[config.mk]
export PLATFORM = sky130hd
export DESIGN_NAME = chan_word_access
export DESIGN_NICKNAME = d
export VERILOG_FILES = /design/src/rtl/chan_word_access.sv
export SDC_FILE = /design/constraint.sdc
export NUM_CORES = 1
export LEC_CHECK = 0
export BUFFER_PORTS_ARGS = -buffer_cell sky130_fd_sc_hd__buf_4
export CORE_MARGIN = 5
export CORE_UTILIZATION = 49
export CTS_CLUSTER_DIAMETER = 100
export DETAILED_ROUTE_END_ITERATION = 10
export PLACE_DENSITY = 0.85
export SLEW_MARGIN = 20
export SYNTH_ARGS = -nofsm -noshare
export SYNTH_HDL_FRONTEND = slang
export SYNTH_SLANG_ARGS = --single-unit
[constraint.sdc]
create_clock -name clk -period 3.9 [get_ports clk]
set_input_delay 0.39 -clock clk [delete_from_list [all_inputs] [get_ports clk]]
set_output_delay 0.39 -clock clk [all_outputs]
set_load 0.02 [all_outputs]
[src/rtl/chan_word_access.sv]
module chan_word_access #(
  parameter int NCH = 8,
  parameter int DW  = 10,
  parameter int BW  = 8
) (
  input  logic                    clk,
  input  logic                    rst_n,
  input  logic                    bus_start_i,
  input  logic                    bus_stop_i,
  input  logic                    addr_vld_i,
  input  logic                    addr_rnw_i,
  input  logic                    wb_vld_i,
  input  logic [BW-1:0]           wb_data_i,
  input  logic                    rd_req_i,
  input  logic [NCH*DW-1:0]       stg_q_i,
  output logic                    ack_vld_o,
  output logic                    ack_o,
  output logic                    rd_vld_o,
  output logic [BW-1:0]           rd_data_o,
  output logic                    stg_we_o,
  output logic [$clog2(NCH)-1:0]  stg_ch_o,
  output logic [DW-1:0]           stg_data_o,
  output logic                    stg_latch_o,
  output logic                    rst_all_o,
  output logic                    rst_one_o,
  output logic [$clog2(NCH)-1:0]  rst_one_ch_o
);

  localparam int PW = $clog2(NCH);
  localparam int CW = $clog2(NCH + 1);
  localparam int HB = DW - BW;

  typedef enum logic [2:0] {W_IDLE, W_PTR, W_HI, W_LO, W_DEAD} wst_t;

  wst_t          wst;
  logic [CW-1:0] ptr;
  logic          rd_mode, rd_lo, one_pend, hold_lat;
  logic [HB-1:0] hold_hi;

  wire [4:0]    pf       = wb_data_i[4:0];
  wire [2:0]    cmd      = wb_data_i[7:5];
  wire          cmd_ok   = (cmd == 3'b000) || (cmd == 3'b100) || (cmd == 3'b010);
  wire          ptr_ok   = (pf < 5'(NCH)) && cmd_ok;
  wire          abort    = bus_start_i | bus_stop_i;
  wire          wb_go    = wb_vld_i & ~abort & ~addr_vld_i & ~rd_mode;
  wire          rd_go    = rd_req_i & ~abort & ~addr_vld_i & rd_mode;
  wire          in_range = ptr < CW'(NCH);
  wire [PW-1:0] pidx     = ptr[PW-1:0];
  wire [DW-1:0] cur      = stg_q_i[pidx*DW +: DW];

  always_ff @(posedge clk or negedge rst_n) begin
    if (!rst_n) begin
      wst          <= W_IDLE;
      ptr          <= '0;
      rd_mode      <= 1'b0;
      rd_lo        <= 1'b0;
      one_pend     <= 1'b0;
      hold_lat     <= 1'b0;
      hold_hi      <= '0;
      ack_vld_o    <= 1'b0;
      ack_o        <= 1'b0;
      rd_vld_o     <= 1'b0;
      rd_data_o    <= '0;
      stg_we_o     <= 1'b0;
      stg_ch_o     <= '0;
      stg_data_o   <= '0;
      stg_latch_o  <= 1'b0;
      rst_all_o    <= 1'b0;
      rst_one_o    <= 1'b0;
      rst_one_ch_o <= '0;
    end else begin
      ack_vld_o <= 1'b0;
      rd_vld_o  <= 1'b0;
      stg_we_o  <= 1'b0;
      rst_all_o <= 1'b0;
      rst_one_o <= 1'b0;
      if (abort) begin
        wst      <= W_IDLE;
        rd_mode  <= 1'b0;
        rd_lo    <= 1'b0;
        one_pend <= 1'b0;
      end else if (addr_vld_i) begin
        rd_mode  <= addr_rnw_i;
        rd_lo    <= 1'b0;
        one_pend <= 1'b0;
        wst      <= addr_rnw_i ? W_IDLE : W_PTR;
      end else if (wb_go) begin
        ack_vld_o <= 1'b1;
        unique case (wst)
          W_PTR: begin
            ack_o <= ptr_ok;
            if (ptr_ok) begin
              ptr       <= CW'(pf);
              rst_all_o <= (cmd == 3'b100);
              one_pend  <= (cmd == 3'b010);
              wst       <= W_HI;
            end else begin
              wst <= W_DEAD;
            end
          end
          W_HI: begin
            ack_o    <= in_range;
            hold_hi  <= wb_data_i[HB-1:0];
            hold_lat <= wb_data_i[BW-1];
            wst      <= in_range ? W_LO : W_DEAD;
          end
          W_LO: begin
            ack_o <= 1'b1;
            ptr   <= ptr + 1'b1;
            wst   <= W_HI;
            if (one_pend) begin
              rst_one_o    <= 1'b1;
              rst_one_ch_o <= pidx;
              one_pend     <= 1'b0;
            end else begin
              stg_we_o    <= 1'b1;
              stg_ch_o    <= pidx;
              stg_data_o  <= {hold_hi, wb_data_i};
              stg_latch_o <= hold_lat;
            end
          end
          default: ack_o <= 1'b0;
        endcase
      end else if (rd_go) begin
        rd_vld_o <= 1'b1;
        rd_lo    <= ~rd_lo;
        if (!in_range)
          rd_data_o <= '0;
        else if (!rd_lo)
          rd_data_o <= BW'(cur[DW-1:BW]);
        else begin
          rd_data_o <= cur[BW-1:0];
          ptr       <= ptr + 1'b1;
        end
      end
    end
  end

  a_r3_we_acked: assert property (@(posedge clk) disable iff (!rst_n)
    stg_we_o |-> (ack_vld_o && ack_o));

  a_r8_one_acked: assert property (@(posedge clk) disable iff (!rst_n)
    rst_one_o |-> (ack_vld_o && ack_o && !stg_we_o));

  a_r7_all_acked: assert property (@(posedge clk) disable iff (!rst_n)
    rst_all_o |-> (ack_vld_o && ack_o && !stg_we_o && !rst_one_o));

  a_r4_abort_quiet: assert property (@(posedge clk) disable iff (!rst_n)
    (bus_start_i || bus_stop_i) |=> (!stg_we_o && !rst_one_o && !ack_vld_o && !rd_vld_o));

  a_r9_rd_on_req: assert property (@(posedge clk) disable iff (!rst_n)
    rd_vld_o |-> $past(rd_req_i));

  a_r2_ack_or_rd: assert property (@(posedge clk) disable iff (!rst_n)
    !(ack_vld_o && rd_vld_o));

endmodule

==> metrics.log, run 1 <==
[metrics] CP startpoint kind: flip-flop
[metrics] cts bufs inserted: 5
[metrics] Post-synth EDFFs: 0
[metrics] ys flop type: dfrtp_1
[metrics] count of buffers added by post-CTS timing repair for setup: 0
[metrics] number of filler cells placed in the layout: 383
[metrics] fraction of final layout cells sized beyond drive strength 1: 0.527
[metrics] Routed WL per cell: 18.1 um
[metrics] post-synthesis instance area: 2480 um2
[metrics] portion of the post-synthesis area used by sequential elements: 0.444
[metrics] beginning of the worst register-to-register path: ptr[0]$_DFFE_PN0P_
[metrics] clock tree from TritonCTS: built
[metrics] largest net degree at the start of global routing: 45
[metrics] clock sink count: 44
[metrics] Total Routing Usage GR: 0.210
[metrics] standard cell core area: 5010 um2
[metrics] detail-routed via count per cell: 5.57
[metrics] number of gates resized after CTS: 0
[metrics] number of pins with negative max-slew slack in the final report: 0
[metrics] Port-buffer cells: 126
[metrics] CP endpoint kind: flip-flop
[metrics] Max Clk Rate: 0.428 GHz
[metrics] source-to-sink clock delay at the later pin of the worst-skew pair: 0.30 ns
[metrics] Detail Placement HPWL: 5600 um
[metrics] type of the worst min-delay path: in -> async
[metrics] setup total negative slack: 0 ns
[metrics] GP Congestion: 0.767
[metrics] worst ir drop on vdd: 0.231 mV
[metrics] library cell with the largest summed area after synthesis: dfrtp_1
[metrics] count of inserted antenna diode cells: 0
[metrics] Final Hold Fails: 0
[metrics] Arr. time, crit path: 2.51 ns
[metrics] first-pass GRT wire length: 10,600 um
[metrics] status: finished, final reports clean
[metrics] synthesis-to-layout area growth: 44.7%
[metrics] horizontal extent of the die: 81.2 um
[metrics] ANT nets after route: 0
[metrics] Bufs on Longest Clock Path: 2
[metrics] area of the die: 6590 um2
[metrics] Area contributors post-synth: dfrtp_1 (44%), mux4_2 (18%), mux2_1 (7.7%)
[metrics] Worst Tran Pin Value: 1.08 ns
[metrics] H-tree depth: 2
[metrics] Initial Utilization: 0.495
[metrics] Worst Path Max Fanout: 13
[metrics] vias in the first global route: 2,201
[metrics] Avg Inst Size Synth: 13.1 um2
[metrics] root buffer cell: clkbuf_8
[metrics] ratio of final minimum period to clock period: 0.599
[metrics] data required time of the critical path: 4.08 ns
[metrics] clock-pin transition on the worst setup and hold timing paths: 0.09 ns
[metrics] final setup fails: 0
[metrics] Post-layout nets: 411
[metrics] initial antenna violation count: 0
[metrics] register bit count reported by yosys: 44
[metrics] startpoint of the worst setup timing path: ptr[0]$_DFFE_PN0P_
[metrics] power per standard cell area: 269 nW/um2
[metrics] hold bufs inserted after CTS: 0
[metrics] share of async-settable or async-resettable flops after synthesis: 1.00
[metrics] relative max-transition margin: 0.282
[metrics] final clock skew: 0.00707 ns
[metrics] first drt pass iteration count: 4
[metrics] number of I/O pins: 127
[metrics] maxcap violations: 0
[metrics] filler-free cell count of the finished design: 385
[metrics] minimum clock period after layout: 2.34 ns
[metrics] count of warnings emitted by yosys: 0
[metrics] area share of the largest cell type after synthesis: 0.444
[metrics] number of placed instances, taps included: 377
[metrics] total length of routed wires: 6970 um
[metrics] number of remaining DRC errors: 0
[metrics] Site Rows: 26
[metrics] Congestion Overflow GR: 0
[metrics] setup repair after global routing missed its margin: false
[metrics] Initial DRC Count: 104
[metrics] leakage component of the power: 1.75 nW
[metrics] net count after synthesis: 287
[metrics] count of different cell masters after synthesis: 44
[metrics] Critical Setup Path Class: reg -> reg
[metrics] die height: 81.2 um
[metrics] number of instances in the synthesized netlist: 190
[metrics] total number of vias: 2,144
-- routing by layer --
layer	wire length, um	up-vias	track usage
li1	-	981	-
met1	2730	1094	0.263
met2	3870	64	0.379
met3	314	5	0.0388
met4	53	0	0.0439
met5	0	-	0
-- final timing paths --
check	endpoint	cells after the start	slack, ns
setup / recovery	rd_data_o[0]$_DFFE_PN0P_	5	1.56
hold / removal	ack_o$_DFFE_PN0P_	1	0.06
setup reg to reg	rd_data_o[0]$_DFFE_PN0P_	5	1.56
hold reg to reg	stg_data_o[9]$_DFFE_PN0P_	1	0.50
max in group asynchronous	rst_one_ch_o[1]$_DFFE_PN0P_	1	3.45
min in group clk	rst_all_o$_DFF_PN0_	2	0.27
-- stage by stage --
stage                util  worst slack (ns)  hold slack, ns  total power, mW  area, um2
CTS                 0.717              1.52          0.0942            0.970       3590
global route        0.717              1.37           0.111             1.00       3590
global placement    0.694              1.58           0.414            0.616       3480
finish              0.717              1.56          0.0642            0.967       3590
floorplan               -              2.10          0.0944            0.523       2480
detailed placement  0.694              1.52           0.416            0.621       3480
-- cells by family (layout without fill, tap and decap cells) --
kind of cell               after synthesis  count (layout)  synth area share
DFF                                     44              44             0.444
muxes                                   56              56             0.338
buffers and inverters                   16             141            0.0277
and+or+nand+nor                         49              49             0.114
adders and majority gates                1               1           0.00504
AOI/OAI and AO/OA                       23              23            0.0671
xor gates and xnor gates                 1               1           0.00353
-- final cells by class --
cell class	instances	area, um2	area share
sequential	44	1100	0.307
multi-input combinational	130	1310	0.365
inverter	6	22.5	0.00627
timing repair buffer	127	953	0.266
clock inverter	3	46.3	0.0129
tap	70	87.6	0.0244
clock buffer	5	68.8	0.0192
-- power by group --
group          total (mW)  internal, mW  switching [mW]
sequential          0.467         0.459         0.00780
clock               0.357         0.193           0.164
combinational       0.144        0.0964          0.0472
-- synthesized netlist by cell type, types with 3 or more instances --
library cell  count
nand3_1           4
nor2b_1           3
mux4_2           20
mux2_1           17
mux2_2            6
nor3_1            4
nand2_1          13
o21ai_0           8
dfrtp_1          44
inv_1             6
buf_2             4
clkbuf_1          3
a22oi_1           3
nor2_1            8
mux2i_1          13
-- worst max-delay path, stage by stage (launching register included) --
cell and delay [ns]:
dfrtp_1 0.78, buf_4 0.38, mux4_2 0.52, mux2_2 0.27
a22oi_1 0.15, o21ai_0 0.10
-- registers in the layout, summed over array words and instances (netlist names), 2 cells and up --
name	count
ptr	4
stg_data_o	10
rst_one_ch_o	3
stg_ch_o	3
hold_hi	2
rd_data_o	8
wst	3
-- cell usage in the layout, fill, tap and decap left out, types with 4 or more instances in the layout --
cell type | Yosys | final
nand2_1 | 13 | 13
mux4_2 | 20 | 20
mux2_1 | 17 | 17
nor3_1 | 4 | 4
nor2_1 | 8 | 8
buf_4 | 1 | 127
o21ai_0 | 8 | 8
inv_1 | 6 | 6
mux2_2 | 6 | 6
clkbuf_8 | 0 | 5
dfrtp_1 | 44 | 44
mux2i_1 | 13 | 13
nand3_1 | 4 | 4
Power figures use the tool's default switching activity.
==> run 2, diff against run 1 <==
Settings changed: CORE_UTILIZATION 49 to 46, PLACE_DENSITY 0.85 to 0.81.
Clock period 3.9 ns to 2.4 ns, I/O delays scaled along.
==> metrics.log, run 2 (synthesized netlist as in run 1, its figures left out) <==
[metrics] status: finished, final reports clean
[metrics] data required time of the critical path: 2.57 ns
[metrics] GP Congestion: 0.819
[metrics] vias in the first global route: 2,254
[metrics] synthesis-to-layout area growth: 46.5%
[metrics] reg-to-reg critical path endpoint: rd_data_o[0]$_DFFE_PN0P_
[metrics] Bufs on Longest Clock Path: 2
[metrics] detail-routed via count per cell: 5.49
[metrics] most frequent cells in the layout: buf_4 (132), dfrtp_1 (44), mux4_2 (20)
[metrics] beginning of the worst register-to-register path: ptr[0]$_DFFE_PN0P_
[metrics] Max Clk Rate: 0.515 GHz
[metrics] number of cell instances on the worst register-to-register path: 4
[metrics] worst hold path stage count: 2
[metrics] horizontal extent of the die: 83.4 um
[metrics] minimum clock period after layout: 1.94 ns
[metrics] Worst Tran Pin Value: 0.559 ns
[metrics] area of the die: 6960 um2
[metrics] first drt pass iteration count: 5
[metrics] standard cell core area: 5170 um2
[metrics] setup total negative slack: 0 ns
[metrics] end point of the worst hold path: rst_all_o$_DFF_PN0_
[metrics] Congestion Overflow GR: 0
[metrics] fraction of final layout cells sized beyond drive strength 1: 0.533
[metrics] ratio of final minimum period to clock period: 0.809
[metrics] largest registers: stg_data_o: 10 flops, rd_data_o: 8 flops, ptr: 4 flops
[metrics] CP endpoint kind: flip-flop
[metrics] critical hold path startpoint: wb_data_i[6]
[metrics] power per standard cell area: 428 nW/um2
[metrics] Routed WL per cell: 18.0 um
[metrics] Arr. time, crit path: 2.12 ns
[metrics] relative max-transition margin: 0.627
[metrics] Critical Setup Path Class: reg -> reg
[metrics] die height: 83.4 um
[metrics] H-tree depth: 2
[metrics] CP startpoint kind: flip-flop
[metrics] Total Routing Usage GR: 0.206
[metrics] Port-buffer cells: 126
[metrics] ANT nets after route: 0
[metrics] initial antenna violation count: 0
[metrics] number of I/O pins: 127
[metrics] total length of routed wires: 7040 um
[metrics] Worst Path Max Fanout: 11
[metrics] clock tree from TritonCTS: built
[metrics] Final Hold Fails: 0
[metrics] cts bufs inserted: 5
[metrics] Top reg by flops: stg_data_o
[metrics] first-pass GRT wire length: 11,500 um
[metrics] count of buffers added by post-CTS timing repair for setup: 0
[metrics] number of gates resized after CTS: 0
[metrics] Detail Placement HPWL: 5650 um
[metrics] Initial Utilization: 0.480
[metrics] final setup fails: 0
[metrics] source-to-sink clock delay at the later pin of the worst-skew pair: 0.30 ns
[metrics] setup repair after global routing missed its margin: false
[metrics] number of remaining DRC errors: 0
[metrics] Design Power: 1.56 mW
[metrics] filler-free cell count of the finished design: 391
[metrics] final clock skew: 0.00515 ns
[metrics] clock sink count: 44
[metrics] Largest register FFs: 10
[metrics] crit path setup slack, layout: 0.459 ns
[metrics] type of the worst min-delay path: in -> reg
[metrics] hold bufs inserted after CTS: 1
[metrics] root buffer cell: clkbuf_8
[metrics] number of pins with negative max-slew slack in the final report: 0
[metrics] worst slack, placed: 0.415 ns
[metrics] leading cell type in the layout, fill and taps excluded: buf_4
[metrics] number of placed instances, taps included: 382
[metrics] worst-case register-to-register setup slack: 0.46 ns
[metrics] largest net degree at the start of global routing: 45
[metrics] count of inserted antenna diode cells: 0
[metrics] clock-pin transition on the worst setup and hold timing paths: 0.08 ns
[metrics] Post-layout nets: 417
[metrics] total number of vias: 2,146
[metrics] Site Rows: 26
[metrics] leakage component of the power: 1.78 nW
[metrics] Initial DRC Count: 87
[metrics] worst ir drop on vdd: 0.351 mV
[metrics] maxcap violations: 0
## run 2: layout make-up
class	count	area (um2)
fill	396	1540
multi-input combinational	130	1310
sequential	44	1100
timing repair buffer	133	1000
tap	70	87.6
clock buffer	5	68.8
clock inverter	3	42.5
inverter	6	22.5
## run 2: how the worst max path moves through the flow
stage                                to  slack (ns)           startpoint
5_1_grt        rd_data_o[1]$_DFFE_PN0P_        0.29   ptr[0]$_DFFE_PN0P_
6_report       rd_data_o[0]$_DFFE_PN0P_        0.46   ptr[0]$_DFFE_PN0P_
2_1_floorplan   stg_ch_o[1]$_DFFE_PN0P_        0.73  rd_mode$_DFFE_PN0N_
3_3_place_gp   rd_data_o[1]$_DFFE_PN0P_        0.52   ptr[0]$_DFFE_PN0P_
3_5_place_dp   rd_data_o[0]$_DFFE_PN0P_        0.42   ptr[0]$_DFFE_PN0P_
4_1_cts        rd_data_o[0]$_DFFE_PN0P_        0.41   ptr[0]$_DFFE_PN0P_
## run 2: worst max-delay path, cell delays in order (launching register included)
cell	delay (ns)
dfrtp_1	0.70
mux4_2	0.58
mux2_2	0.29
a22oi_1	0.16
o21ai_0	0.10
## run 2: where the power goes
| part | switching, mW | total (mW) | internal, mW |
|---|---|---|---|
| clock network | 0.255 | 0.563 | 0.308 |
| registers | 0.00928 | 0.755 | 0.746 |
| logic | 0.0779 | 0.237 | 0.159 |
## run 2: stage by stage
step / instance area, um2 / hold WS (ns) / util
final: 3630 / 0.121 / 0.703
after global routing: 3630 / 0.101 / 0.703
after CTS: 3630 / 0.108 / 0.703
after detailed placement: 3510 / 0.270 / 0.679
after global placement: 3510 / 0.268 / 0.679
after floorplan: 2480 / -0.0556 / -
## run 2: metal layers
metal,GRT usage,part of all wire,vias up
met5,0,0,-
met4,0.0439,0.0072,0
met3,0.0594,0.060,8
met2,0.363,0.54,75
met1,0.252,0.39,1069
li1,-,-,994
==> run 3, diff against run 2 <==
Clock period 2.4 ns to 1.8 ns, I/O delays scaled along.
==> metrics.log, run 3 (synthesized netlist as in run 1, its figures left out) <==
[metrics] fraction of final layout cells sized beyond drive strength 1: 0.547
[metrics] Detail Placement HPWL: 5690 um
[metrics] root buffer cell: clkbuf_8
[metrics] Congestion Overflow GR: 0
[metrics] Post-layout nets: 425
[metrics] Worst Path Max Fanout: 7
[metrics] hold slack final: 0.0672 ns
[metrics] relative max-transition margin: 0.626
[metrics] largest registers: stg_data_o: 10 flops, rd_data_o: 8 flops, ptr: 4 flops
[metrics] clock sink count: 44
[metrics] final design instance area without fill: 3710 um2
[metrics] first-pass GRT wire length: 11,500 um
[metrics] Site Rows: 26
[metrics] Final Hold Fails: 0
[metrics] H-tree depth: 2
[metrics] worst ir drop on vdd: 0.402 mV
[metrics] source-to-sink clock delay at the later pin of the worst-skew pair: 0.29 ns
[metrics] Top reg by flops: stg_data_o
[metrics] Routed WL per cell: 17.2 um
[metrics] placed cell area: 3590 um2
[metrics] power per standard cell area: 559 nW/um2
[metrics] first drt pass iteration count: 4
[metrics] Largest register FFs: 10
[metrics] data required time of the critical path: 1.98 ns
[metrics] cts bufs inserted: 5
[metrics] maxcap violations: 0
[metrics] setup total negative slack: 0 ns
[metrics] ANT nets after route: 0
[metrics] total number of vias: 2,155
[metrics] vias in the first global route: 2,313
[metrics] Arr. time, crit path: 1.87 ns
[metrics] Worst Tran Pin Value: 0.562 ns
[metrics] CP startpoint kind: flip-flop
[metrics] Design Power: 2.07 mW
[metrics] setup repair after global routing missed its margin: false
[metrics] standard cell core area: 5170 um2
[metrics] Initial Utilization: 0.480
[metrics] status: finished, final reports clean
[metrics] number of I/O pins: 127
[metrics] GP Congestion: 0.832
[metrics] type of the worst min-delay path: in -> reg
[metrics] final setup fails: 0
[metrics] Critical Setup Path Class: reg -> reg
[metrics] clock-pin transition on the worst setup and hold timing paths: 0.08 ns
[metrics] Layout Utilization: 0.717
[metrics] count of inserted antenna diode cells: 0
[metrics] initial antenna violation count: 0
[metrics] count of buffers added by post-CTS timing repair for setup: 0
[metrics] total length of routed wires: 6870 um
[metrics] Bufs on Longest Clock Path: 2
[metrics] leading cell type in the layout, fill and taps excluded: buf_4
[metrics] die height: 83.4 um
[metrics] number of pins with negative max-slew slack in the final report: 0
[metrics] most frequent cells in the layout: buf_4 (139), dfrtp_1 (43), mux4_2 (20)
[metrics] CP endpoint kind: flip-flop
[metrics] number of remaining DRC errors: 0
[metrics] Total Routing Usage GR: 0.202
[metrics] detail-routed via count per cell: 5.40
[metrics] synthesis-to-layout area growth: 49.5%
[metrics] clock tree from TritonCTS: built
[metrics] Max Clk Rate: 0.590 GHz
[metrics] leakage component of the power: 1.82 nW
[metrics] horizontal extent of the die: 83.4 um
[metrics] minimum clock period after layout: 1.70 ns
[metrics] number of filler cells placed in the layout: 383
[metrics] Initial DRC Count: 74
[metrics] ratio of final minimum period to clock period: 0.942
[metrics] Port-buffer cells: 126
[metrics] largest net degree at the start of global routing: 45
[metrics] final clock skew: 0.00373 ns
[metrics] area of the die: 6960 um2
run 3: per-layer routing:
metal,part of all wire,global-route usage
met5,0,0
met4,0.0099,0.0556
met3,0.056,0.0416
met2,0.54,0.353
met1,0.39,0.255
run 3: final timing paths:
| check | start | slack (ns) | endpoint | cells after the start |
|---|---|---|---|---|
| worst max-delay path | wst[2]$_DFFE_PN0P_ | 0.10 | rst_one_ch_o[1]$_DFFE_PN0P_ | 4 |
| worst min-delay path | wb_data_i[6] | 0.07 | rst_all_o$_DFF_PN0_ | 2 |
| worst max register to register | wst[2]$_DFFE_PN0P_ | 0.10 | rst_one_ch_o[1]$_DFFE_PN0P_ | 4 |
| worst min register to register | ack_o$_DFFE_PN0P_ | 0.48 | ack_o$_DFFE_PN0P_ | 1 |
| max in group asynchronous | rst_n | 0.96 | ptr[0]$_DFFE_PN0P_ | 2 |
| min in group asynchronous | rst_n | 0.41 | ack_o$_DFFE_PN0P_ | 2 |
run 3: repair_timing:
action | CTS | global route
setup endpoints to repair | 1 | 0
hold buffers | 1 | 0
gates resized for setup | 1 | 0
endpoints found under the hold margin | 44 | 0
run 3: power by group:
| part | switching, mW | internal (mW) |
|---|---|---|
| registers | 0.0104 | 0.995 |
| logic | 0.106 | 0.214 |
| clock network | 0.337 | 0.411 |
| total | 0.453 | 1.62 |
run 3: layout make-up:
class	count	area (um2)	share of cell area
Timing Repair Buffer	141	1070	0.289
Clock buffer	5	68.8	0.0186
Clock inverter	3	42.5	0.0115
Inverter	6	22.5	0.00607
Multi-Input combinational cell	130	1310	0.354
Tap cell	70	87.6	0.0236
Sequential cell	44	1100	0.297
run 3: worst max-delay path, cell delays in order (launching register included):
cell and delay [ns]:
dfrtp_1 0.44, nand3b_1 0.28, nor3_1 0.30, nand2_1 0.21
mux2_1 0.35
run 3: stage by stage:
stage / cells / setup WS (ns)
after floorplan: 190 / 0.130
after global placement: 390 / 0.0539
after detailed placement: 390 / -0.00145
after CTS: 399 / 0.0887
after global routing: 399 / 0.00290
final: 399 / 0.105
